## config.mk

```make
export PLATFORM = sky130hd
export DESIGN_NAME = frame_start_detect
export DESIGN_NICKNAME = d
export VERILOG_FILES = /design/src/rtl/fsd_pkg.sv /design/src/rtl/fsd_sampler.sv /design/src/rtl/fsd_match.sv /design/src/rtl/fsd_cond.sv /design/src/rtl/fsd_seq.sv /design/src/rtl/fsd_flags.sv /design/src/rtl/frame_start_detect.sv
export SDC_FILE = /design/constraint.sdc
export NUM_CORES = 1
export LEC_CHECK = 0
export BUFFER_PORTS_ARGS = -buffer_cell sky130_fd_sc_hd__buf_4
export CORE_MARGIN = 2
export CORE_UTILIZATION = 40
export DETAILED_ROUTE_END_ITERATION = 8
export PLACE_DENSITY = 0.7
export SLEW_MARGIN = 15
export SYNTH_ARGS = -nofsm -noshare
export SYNTH_HDL_FRONTEND = slang
export SYNTH_SLANG_ARGS = --single-unit
export TNS_END_PERCENT = 100
```

## constraint.sdc

```tcl
create_clock -name clk -period 4.15 [get_ports clk]
set_input_delay 0 -clock clk [delete_from_list [all_inputs] [get_ports clk]]
set_output_delay 0 -clock clk [all_outputs]
set_load 0.02 [all_outputs]
```

## src/rtl/fsd_pkg.sv

```systemverilog
package fsd_pkg;

    typedef enum logic [1:0] {
        ST_IDLE = 2'd0,
        ST_WAIT = 2'd1,
        ST_RUN  = 2'd2
    } seq_state_e;

    typedef enum logic [3:0] {
        SM_FREE   = 4'd0,
        SM_PEER   = 4'd1,
        SM_LOW    = 4'd2,
        SM_HIGH   = 4'd3,
        SM_FALL   = 4'd4,
        SM_RISE   = 4'd5,
        SM_CHANGE = 4'd6,
        SM_EDGE   = 4'd7,
        SM_WORD   = 4'd8
    } start_mode_e;

    typedef struct packed {
        logic now;
        logic prev;
    } fs_smp_t;

    function automatic logic mode_is_word(input logic [3:0] m);
        return m == SM_WORD;
    endfunction

endpackage

```

## src/rtl/fsd_sampler.sv

```systemverilog
module fsd_sampler
    import fsd_pkg::*;
#(
    parameter int SYNC_STAGES = 2,
    parameter int CMP_W       = 16,
    localparam int FILL_W     = $clog2(CMP_W + 1)
) (
    input  logic              clk,
    input  logic              rst,
    input  logic              bit_en,
    input  logic              enable,
    input  logic              fsync_in,
    output fs_smp_t           smp,
    output logic [CMP_W-1:0]  window,
    output logic [FILL_W-1:0] fill
);
    logic [SYNC_STAGES-1:0] chain_q;
    logic                   prev_q;
    logic [CMP_W-1:0]       win_q;
    logic [FILL_W-1:0]      fill_q;

    always_ff @(posedge clk) begin
        if (rst) chain_q <= '0;
        else     chain_q <= {chain_q[SYNC_STAGES-2:0], fsync_in};
    end

    always_ff @(posedge clk) begin
        if (rst)         prev_q <= 1'b0;
        else if (bit_en) prev_q <= chain_q[SYNC_STAGES-1];
    end

    always_ff @(posedge clk) begin
        if (rst) begin
            win_q  <= '0;
            fill_q <= '0;
        end else if (!enable) begin
            fill_q <= '0;
        end else if (bit_en) begin
            win_q <= window;
            if (fill_q != FILL_W'(CMP_W)) fill_q <= fill_q + 1'b1;
        end
    end

    assign smp.now  = chain_q[SYNC_STAGES-1];
    assign smp.prev = prev_q;
    assign window   = {win_q[CMP_W-2:0], chain_q[SYNC_STAGES-1]};
    assign fill     = fill_q;

    a_r5_prev_held: assert property (@(posedge clk) disable iff (rst)
        !bit_en |=> $stable(prev_q));

endmodule

```

## src/rtl/fsd_match.sv

```systemverilog
module fsd_match #(
    parameter int CMP_W  = 16,
    parameter int LEN_W  = 4,
    parameter int FILL_W = 5
) (
    input  logic [CMP_W-1:0]  window,
    input  logic [CMP_W-1:0]  cmp,
    input  logic [LEN_W-1:0]  len,
    input  logic [FILL_W-1:0] fill,
    output logic              hit
);
    logic [CMP_W-1:0] mask;

    always_comb begin
        for (int i = 0; i < CMP_W; i++) mask[i] = (i <= int'(len));
    end

    assign hit = (fill >= FILL_W'(len)) && (((window ^ cmp) & mask) == '0);

endmodule

```

## src/rtl/fsd_cond.sv

```systemverilog
module fsd_cond
    import fsd_pkg::*;
(
    input  logic [3:0] mode,
    input  fs_smp_t    smp,
    input  logic       arm_lvl,
    input  logic       peer_evt,
    input  logic       cont,
    input  logic       hit0,
    input  logic       hit1,
    output logic       fire
);
    always_comb begin
        case (mode)
            SM_FREE:   fire = 1'b1;
            SM_PEER:   fire = peer_evt;
            SM_LOW:    fire = !smp.now;
            SM_HIGH:   fire = smp.now;
            SM_FALL:   fire = smp.prev && !smp.now;
            SM_RISE:   fire = !smp.prev && smp.now;
            SM_CHANGE: fire = smp.now != arm_lvl;
            SM_EDGE:   fire = smp.now != smp.prev;
            SM_WORD:   fire = cont ? !hit1 : hit0;
            default:   fire = 1'b0;
        endcase
    end

endmodule

```

## src/rtl/fsd_seq.sv

```systemverilog
module fsd_seq
    import fsd_pkg::*;
#(
    parameter int DLY_W = 8
) (
    input  logic             clk,
    input  logic             rst,
    input  logic             bit_en,
    input  logic             enable,
    input  logic             xfer_done,
    input  logic             peer_start,
    input  logic             fire,
    input  logic             is_word,
    input  logic             stop_mode,
    input  logic             hit1,
    input  logic             fs_now,
    input  logic [DLY_W-1:0] dly,
    output logic             peer_evt,
    output logic             arm_lvl,
    output logic             cont,
    output logic             start_pulse,
    output logic             busy
);
    seq_state_e       state_q;
    logic [DLY_W-1:0] cnt_q;
    logic             cont_q;
    logic             pulse_q;
    logic             peer_q;
    logic             arm_q;
    logic             go;

    assign go = (state_q == ST_IDLE) && bit_en && fire;

    always_ff @(posedge clk) begin
        if (rst || !enable)  peer_q <= 1'b0;
        else if (bit_en)     peer_q <= 1'b0;
        else if (peer_start) peer_q <= 1'b1;
    end

    always_ff @(posedge clk) begin
        if (rst)                   arm_q <= 1'b0;
        else if (!enable && bit_en) arm_q <= fs_now;
        else if (enable && go)      arm_q <= fs_now;
    end

    always_ff @(posedge clk) begin
        if (rst || !enable) begin
            state_q <= ST_IDLE;
            cnt_q   <= '0;
            cont_q  <= 1'b0;
            pulse_q <= 1'b0;
        end else begin
            pulse_q <= 1'b0;
            if (bit_en && cont_q && (!is_word || hit1)) cont_q <= 1'b0;
            case (state_q)
                ST_IDLE: if (go) begin
                    if (is_word && stop_mode) cont_q <= 1'b1;
                    if (dly == '0) begin
                        state_q <= ST_RUN;
                        pulse_q <= 1'b1;
                    end else begin
                        state_q <= ST_WAIT;
                        cnt_q   <= dly;
                    end
                end
                ST_WAIT: if (bit_en) begin
                    if (cnt_q == DLY_W'(1)) begin
                        state_q <= ST_RUN;
                        pulse_q <= 1'b1;
                    end
                    cnt_q <= cnt_q - 1'b1;
                end
                ST_RUN: if (xfer_done) state_q <= ST_IDLE;
                default: state_q <= ST_IDLE;
            endcase
        end
    end

    assign peer_evt    = peer_q || peer_start;
    assign arm_lvl     = arm_q;
    assign cont        = cont_q;
    assign start_pulse = pulse_q;
    assign busy        = state_q != ST_IDLE;

    a_r14_pulse_single: assert property (@(posedge clk) disable iff (rst)
        start_pulse |=> !start_pulse);
    a_r14_pulse_busy: assert property (@(posedge clk) disable iff (rst)
        start_pulse |-> busy);
    a_r14_run_holds: assert property (@(posedge clk) disable iff (rst)
        (state_q == ST_RUN && !xfer_done && enable) |=> busy);
    a_r12_cancel: assert property (@(posedge clk) disable iff (rst)
        !enable |=> (!busy && !start_pulse));
    a_r8_wait_count: assert property (@(posedge clk) disable iff (rst)
        (state_q == ST_WAIT) |-> (cnt_q != '0));

endmodule

```

## src/rtl/fsd_flags.sv

```systemverilog
module fsd_flags (
    input  logic       clk,
    input  logic       rst,
    input  logic       bit_en,
    input  logic       enable,
    input  logic       is_word,
    input  logic       cont,
    input  logic       status_rd,
    input  logic [1:0] hits,
    output logic       cmp0_hit,
    output logic       cmp1_hit
);
    logic set0, set1;

    assign set0 = bit_en && enable && is_word && hits[0];
    assign set1 = bit_en && enable && is_word && cont && hits[1];

    always_ff @(posedge clk) begin
        if (rst) begin
            cmp0_hit <= 1'b0;
            cmp1_hit <= 1'b0;
        end else begin
            if (set0)           cmp0_hit <= 1'b1;
            else if (status_rd) cmp0_hit <= 1'b0;
            if (set1)           cmp1_hit <= 1'b1;
            else if (status_rd) cmp1_hit <= 1'b0;
        end
    end

    a_r11_hold0: assert property (@(posedge clk) disable iff (rst)
        (cmp0_hit && !status_rd) |=> cmp0_hit);
    a_r11_hold1: assert property (@(posedge clk) disable iff (rst)
        (cmp1_hit && !status_rd) |=> cmp1_hit);

endmodule

```

## src/rtl/frame_start_detect.sv

```systemverilog
module frame_start_detect
    import fsd_pkg::*;
#(
    parameter int SYNC_STAGES = 2,
    parameter int DLY_W       = 8,
    parameter int CMP_W       = 16,
    localparam int LEN_W      = $clog2(CMP_W),
    localparam int FILL_W     = $clog2(CMP_W + 1)
) (
    input  logic             clk,
    input  logic             rst,
    input  logic             bit_en,
    input  logic             enable,
    input  logic             fsync_in,
    input  logic [3:0]       mode,
    input  logic [DLY_W-1:0] dly,
    input  logic             stop_mode,
    input  logic [LEN_W-1:0] sync_len,
    input  logic [CMP_W-1:0] cmp0,
    input  logic [CMP_W-1:0] cmp1,
    input  logic             peer_start,
    input  logic             xfer_done,
    input  logic             status_rd,
    output logic             start_pulse,
    output logic             busy,
    output logic             cmp0_hit,
    output logic             cmp1_hit
);
    fs_smp_t           smp;
    logic [CMP_W-1:0]  window;
    logic [FILL_W-1:0] fill;
    logic [CMP_W-1:0]  cmp_vals [2];
    logic [1:0]        hits;
    logic              is_word;
    logic              fire, peer_evt, arm_lvl, cont;

    assign is_word     = mode_is_word(mode);
    assign cmp_vals[0] = cmp0;
    assign cmp_vals[1] = cmp1;

    fsd_sampler #(.SYNC_STAGES(SYNC_STAGES), .CMP_W(CMP_W)) u_smp (
        .clk(clk), .rst(rst), .bit_en(bit_en), .enable(enable),
        .fsync_in(fsync_in), .smp(smp), .window(window), .fill(fill)
    );

    for (genvar g = 0; g < 2; g++) begin : g_cmp
        fsd_match #(.CMP_W(CMP_W), .LEN_W(LEN_W), .FILL_W(FILL_W)) u_match (
            .window(window), .cmp(cmp_vals[g]), .len(sync_len),
            .fill(fill), .hit(hits[g])
        );
    end

    fsd_cond u_cond (
        .mode(mode), .smp(smp), .arm_lvl(arm_lvl), .peer_evt(peer_evt),
        .cont(cont), .hit0(hits[0]), .hit1(hits[1]), .fire(fire)
    );

    fsd_seq #(.DLY_W(DLY_W)) u_seq (
        .clk(clk), .rst(rst), .bit_en(bit_en), .enable(enable),
        .xfer_done(xfer_done), .peer_start(peer_start), .fire(fire),
        .is_word(is_word), .stop_mode(stop_mode), .hit1(hits[1]),
        .fs_now(smp.now), .dly(dly), .peer_evt(peer_evt),
        .arm_lvl(arm_lvl), .cont(cont), .start_pulse(start_pulse), .busy(busy)
    );

    fsd_flags u_flags (
        .clk(clk), .rst(rst), .bit_en(bit_en), .enable(enable),
        .is_word(is_word), .cont(cont), .status_rd(status_rd), .hits(hits),
        .cmp0_hit(cmp0_hit), .cmp1_hit(cmp1_hit)
    );

    a_r13_unused_mode: assert property (@(posedge clk) disable iff (rst)
        (!busy && mode > 4'd8) |=> !start_pulse);

endmodule

```

==> flow_summary.toml, run 1 <==
[synth]
ys_ff_latch = 39
synth_compound_area_share_pct = 22.3
synth_simple_gate_area_share_pct = 25.2
synthTopCellsByCount = "46 x nand2_1, 39 x dfxtp_1, 30 x a21oi_1"
ys.warnings.count = 0
seq_area_frac_synth_pct = 30.4
synth-edff-count = 0
yosysMostFrequentCell = "nand2_1"
synth_area_per_cell_um2 = 7.70
async_flop_share_pct = 0
synthMuxAreaShare_pct = 1.17
synth_top_cell_by_area = "dfxtp_1"
yosys-top-cells-area = "dfxtp_1 30%, xnor2_1 6.8%, nand2_1 6.7%"
yosys.area_share.xor_xnor_pct = 12.3
synthFlopType = "dfxtp_1"
synth-adder-area-share_pct = 3.90
synth_top_family_by_area = "simple AND/OR/NAND/NOR gates"
synth_top_area_share_pct = 30.4
ys_types = 55
syn-cell-area_mm2 = 0.00256
syn_nets = 398
synthCells = 333

[run]
drv_cap = 0

[global_route]
grtUsageTotal_pct = 19.2
grt_max_degree = 25
overflow = 0
grt_pass1_vias = 2365
antenna_found_initial = 0
grt_pass1_wl_mm = 11.2

[die]
die_h_um = 84.1
initial_core_util_pct = 40.9
fp-row-count = 29
die_w_um = 84.1
fp.dieArea_mm2 = 0.00707
core_mm2 = 0.00628
ios = 61

[critical_path]
path_buf_inv = 1
cpMostUsedCell = "o21ai_0"
worstPathRequired_ns = 4.33
path_max_fanout = 5
worst_setup_path_start_kind = "flop"
critPathSlowestCell = "dfxtp_1"
critPathMaxStageDelay_ns = 0.37
path_delay_family = "simple AND/OR/NAND/NOR gates"
cp.arrival_ns = 2.63
crit_chain = "inv_1 -> ha_1 -> nand2b_1 -> a21oi_1 -> o21ai_0 -> nand2_1 -> o21ai_0 -> nand4_1 -> or2_2 -> a31o_2"
endpoint_kind = "flop"
critPathKind = "flop to flop"

[pwr]
clockPowerShare_pct = 41.3
leakagePower_nw = 1.26
internal-power_mw = 0.695
power.switching_mw = 0.217
vdd_drop_max_mv = 0.134
power_density_mw_per_mm2 = 283
comb_power_share_pct = 16.7
swShare_pct = 23.8
seqPwrFrac_pct = 42.0

[cts]
clk_latency_ns = 0.29
cts-htree-levels = 2
post_cts_buffers = 0
cts_sinks = 39
clock-root-buffer = "clkbuf_8"
cts_tree = "done"
cts_buffers = 5
clkTransAtPathRegs_ns = 0.08
clockBufferDepth = 2

[detailed_routing]
ant_nets = 0
num_vias = 2561
routed_wl_mm = 6.70
wl_per_cell_um = 14.3
drtIter0Drc = 222
post-route-drc-count = 0
avgViaCountPerCell = 5.48
drt_first_pass_iters = 4

[sta]
post-route-period-util_pct = 59.1
slew_viol_final = 0
rsz0062_at_grt = "no"
final.min_clock_period_ns = 2.45
fmax_ghz = 0.408
setup_viol = 0
clock_skew_ns = 0.00746
tns_ns = 0
relSlewSlack_pct = 49.2
worst_slew_pin_slew_ns = 0.752
hold_viol_final = 0

[final_layout]
final_nets = 454
layout-drive-gt1-share_pct = 20.0
n_antenna_cell = 0
post-route-util_pct = 51.3
area_growth_syn_to_layout_pct = 25.5

[placed_design]
place_congestion = 0.899
numPortBuffers = 60
dp_hpwl_mm = 4.99

[run_status]
status = "complete, no violations"

[min_path]
hold_path_class = "primary input to flop"
## timing repair
| item | in CTS | in global routing |
|---|---|---|
| hold endpoints to repair | 6 | 0 |
| hold buffers | 5 | 0 |
| resized for setup | 0 | 0 |
## final timing paths
| kind | startpoint | endpoint | slack [ns] | depth (start not counted) |
|---|---|---|---|---|
| max reg2reg | u_smp.fill[0] | u_seq.cnt_q[5] | 1.70 | 10 |
| max | u_smp.fill[0] | u_seq.cnt_q[5] | 1.70 | 10 |
| min reg2reg | u_smp.chain_q[0] | u_smp.chain_q[1] | 0.45 | 1 |
| min | bit_en | u_seq.peer_q | 0.03 | 2 |
## layout by cell type (no fill, tap or decap), drive strengths merged, types with 6 or more instances in the layout
| master | n |
|---|---|
| nor3 | 7 |
| ha | 8 |
| inv | 12 |
| clkbuf | 6 |
| xnor2 | 20 |
| o21ai | 21 |
| nor2 | 26 |
| dfxtp | 39 |
| xor2 | 16 |
| a21oi | 30 |
| nand3 | 10 |
| nand2 | 46 |
| buf | 60 |
| nand4 | 8 |
| nand2b | 9 |
| nor2b | 6 |
## worst register-to-register path, stage by stage (launching register included)
cell and delay [ns]:
dfxtp_1 0.37, inv_1 0.10, ha_1 0.28, nand2b_1 0.10, a21oi_1 0.06, o21ai_0 0.23
nand2_1 0.12, o21ai_0 0.26, nand4_1 0.25, or2_2 0.34, a31o_2 0.24
## power by group through the flow
stage | logic, mW | clock network, mW | registers, mW
2_1_floorplan | 0.0832 | 0 | 0.390
3_3_place_gp | 0.146 | 0 | 0.391
3_5_place_dp | 0.146 | 0 | 0.392
4_1_cts | 0.151 | 0.385 | 0.383
5_1_grt | 0.167 | 0.410 | 0.384
6_report | 0.153 | 0.377 | 0.383
## cells by family after synthesis
kind of cell,Yosys count
buf+inv,28
simple gates,130
fa+ha+maj,8
flops,39
xor+xnor,36
mux,3
compound gates,89
## final cells by class
cell class                 instances  area, um^2
sequential                        39         781
clock inverter                     2        60.1
tap                               77        96.3
multi-input combinational        266        1660
fill                             606        3060
timing repair buffer              65         500
inverter                          12        45.0
clock buffer                       6        72.6
## per-layer routing
layer	global-route usage (%)	share of wire [%]	up-vias
met5	0	0	-
met4	3.96	0.57	0
met3	3.56	4.9	2
met2	31.0	47	81
met1	26.7	48	1189
li1	-	-	1289
## sequential cells by signal, indices dropped and copies added (netlist names)
signal             count
u_flags.cmp1_hit       1
u_seq.cont             1
u_seq.arm_lvl          1
u_seq.start_pulse      1
u_smp.prev_q           1
u_flags.cmp0_hit       1
u_seq.peer_q           1
u_smp.chain_q          2
u_seq.cnt_q            8
u_smp.fill             5
u_smp.win_q           15
u_seq.state_q          2
## metrics by stage
| stage | cell area (um^2) | setup WS, ns | std cells | hold slack (ns) | power (mW) |
|---|---|---|---|---|---|
| final | 3220 | 1.70 | 467 | 0.0307 | 0.912 |
| after global routing | 3220 | 1.44 | 467 | 0.0353 | 0.961 |
| after CTS | 3220 | 1.69 | 467 | 0.0168 | 0.919 |
| after detailed placement | 3040 | 1.72 | 454 | 0.219 | 0.538 |
| after global placement | 3040 | 1.82 | 454 | 0.209 | 0.538 |
| after floorplan | 2560 | 1.99 | 333 | 0.128 | 0.473 |
Power figures use the tool's default switching activity.
==> run 2, diff against run 1 <==
Clock period 4.15 ns to 2.4 ns, I/O delays scaled along.
==> flow_summary.toml, run 2 (synthesis results as in run 1) <==
[pwr]
vdd_drop_max_mv = 0.297
power.switching_mw = 0.396
leakagePower_nw = 1.33
power_density_mw_per_mm2 = 457
internal-power_mw = 1.13
clockPowerShare_pct = 38.6
seqPwrFrac_pct = 43.4
swShare_pct = 25.9
comb_power_share_pct = 18.0
p_total_mw = 1.53

[global_route]
grt_max_degree = 25
antenna_found_initial = 0
met3_usage_pct = 3.96
overflow = 0
grt_pass1_vias = 2399
grtUsageMet2_pct = 30.3
grt_pass1_wl_mm = 11.3
grtUsageMet1_pct = 28.1
top_usage_layer = "met2"
grtUsageTotal_pct = 19.8

[final_layout]
mostFrequentLayoutCells = "73 x buf_4, 46 x nand2_1, 36 x dfxtp_1"
regMostFlops = "u_smp.win_q"
multi_input_comb_area_mm2 = 0.00169
final_nets = 467
layout-drive-gt1-share_pct = 24.6
n_antenna_cell = 0
layout_commonest_cell = "buf_4"
regArea_um2 = 785
fill_cells = 611
largest_reg_flops = 15
area_growth_syn_to_layout_pct = 30.0

[detailed_routing]
num_vias = 2633
wl_per_cell_um = 14.5
routed_wl_mm = 6.97
post-route-drc-count = 0
drt_first_pass_iters = 5
drtIter0Drc = 299
ant_nets = 0
avgViaCountPerCell = 5.49

[critical_path]
cp.arrival_ns = 2.54
crit_chain = "dlygate4sd3_1 -> buf_4 -> or4_1 -> o21ai_0 -> nor3_1 -> o21ai_2 -> nand4_1 -> or2_2 -> a31o_2"
startpoint = "dly[2]"
path_delay_family = "simple AND/OR/NAND/NOR gates"
worstPathRequired_ns = 2.59
r2r-start = "u_smp.win_q[3]"
path_buf_inv = 2
critPathMaxStageDelay_ns = 0.53
rr_worst_depth = 8
endpoint_kind = "flop"
r2r-end = "u_seq.cnt_q[5]"
path_max_fanout = 5
critPathSlowestCell = "dlygate4sd3_1"
worst_setup_path_start_kind = "primary input"
critPathKind = "primary input to flop"
r2r_setup_slack_ns = 0.12

[sta]
relSlewSlack_pct = 54.4
worst_slew_pin_slew_ns = 0.684
hold_viol_final = 0
clock_skew_ns = 0.00884
tns_ns = 0
fmax_ghz = 0.426
slew_viol_final = 0
post-route-period-util_pct = 97.8
setup_ws_ns = 0.0535
final.min_clock_period_ns = 2.35
setup_viol = 0

[cts]
clock-root-buffer = "clkbuf_8"
cts-htree-levels = 2
clk_latency_ns = 0.30
cts_sinks = 39
clockBufferDepth = 2
clkTransAtPathRegs_ns = 0.08
cts_buffers = 5
cts_tree = "done"

[min_path]
min_from = "bit_en"
hold_path_class = "primary input to flop"
whs_endpoint = "u_seq.peer_q"
hold_path_depth = 2

[run]
drv_cap = 0

[die]
die_w_um = 84.1
ios = 61
die_h_um = 84.1
fp-row-count = 29
initial_core_util_pct = 40.9
core_mm2 = 0.00628
fp.dieArea_mm2 = 0.00707

[run_status]
status = "complete, no violations"

[placed_design]
dp_slack_ns = 0.0118
numPortBuffers = 60
dp_hpwl_mm = 5.18
place_congestion = 0.958
==> run 2: what timing repair did <==
item,CTS,global route
gates resized for setup,0,11
hold buffers,5,0
buffers inserted,0,3
hold endpoints to repair,6,0
endpoints found under the setup margin,0,10
==> run 2: worst max path at each step <==
stage,endpoint,cells past startpoint,slack [ns]
floorplan,u_seq.cnt_q[5],10,0.24
global placement,u_seq.cnt_q[5],9,0.04
detailed placement,u_seq.cnt_q[5],9,0.01
CTS,u_seq.cnt_q[5],10,0.02
global route,u_seq.cnt_q[1],8,-0.003
finish,u_seq.cnt_q[5],9,0.05
==> run 2: cell type report <==
type                            count  area share, %
Clock buffer                        6           2.48
Clock inverter                      2           1.05
Inverter                           12           1.35
Multi-Input combinational cell    266           50.8
Sequential cell                    39           23.5
Tap cell                           77           2.89
Timing Repair Buffer               78           17.9
==> run 2: layer usage <==
| layer | up-vias | routed length [um] |
|---|---|---|
| li1 | 1312 | - |
| met1 | 1214 | 3210 |
| met2 | 99 | 3170 |
| met3 | 8 | 514 |
| met4 | 0 | 78 |
| met5 | - | 0 |
==> run 2: power by group through the flow <==
| stage | Combinational (mW) | Clock, mW | Sequential (mW) |
|---|---|---|---|
| detailed placement | 0.258 | 0 | 0.677 |
| floorplan | 0.144 | 0 | 0.674 |
| CTS | 0.266 | 0.596 | 0.661 |
| finish | 0.275 | 0.588 | 0.662 |
| global route | 0.299 | 0.629 | 0.663 |
| global placement | 0.256 | 0 | 0.676 |
==> run 2: metrics by stage <==
stage	utilization (%)	std cells	instance area [um^2]	hold WS [ns]
global placement	49.6	464	3110	0.209
finish	53.1	480	3330	0.0240
global route	53.1	480	3330	0.0363
floorplan	-	333	2560	0.128
CTS	52.2	477	3280	0.0122
detailed placement	49.6	464	3110	0.219
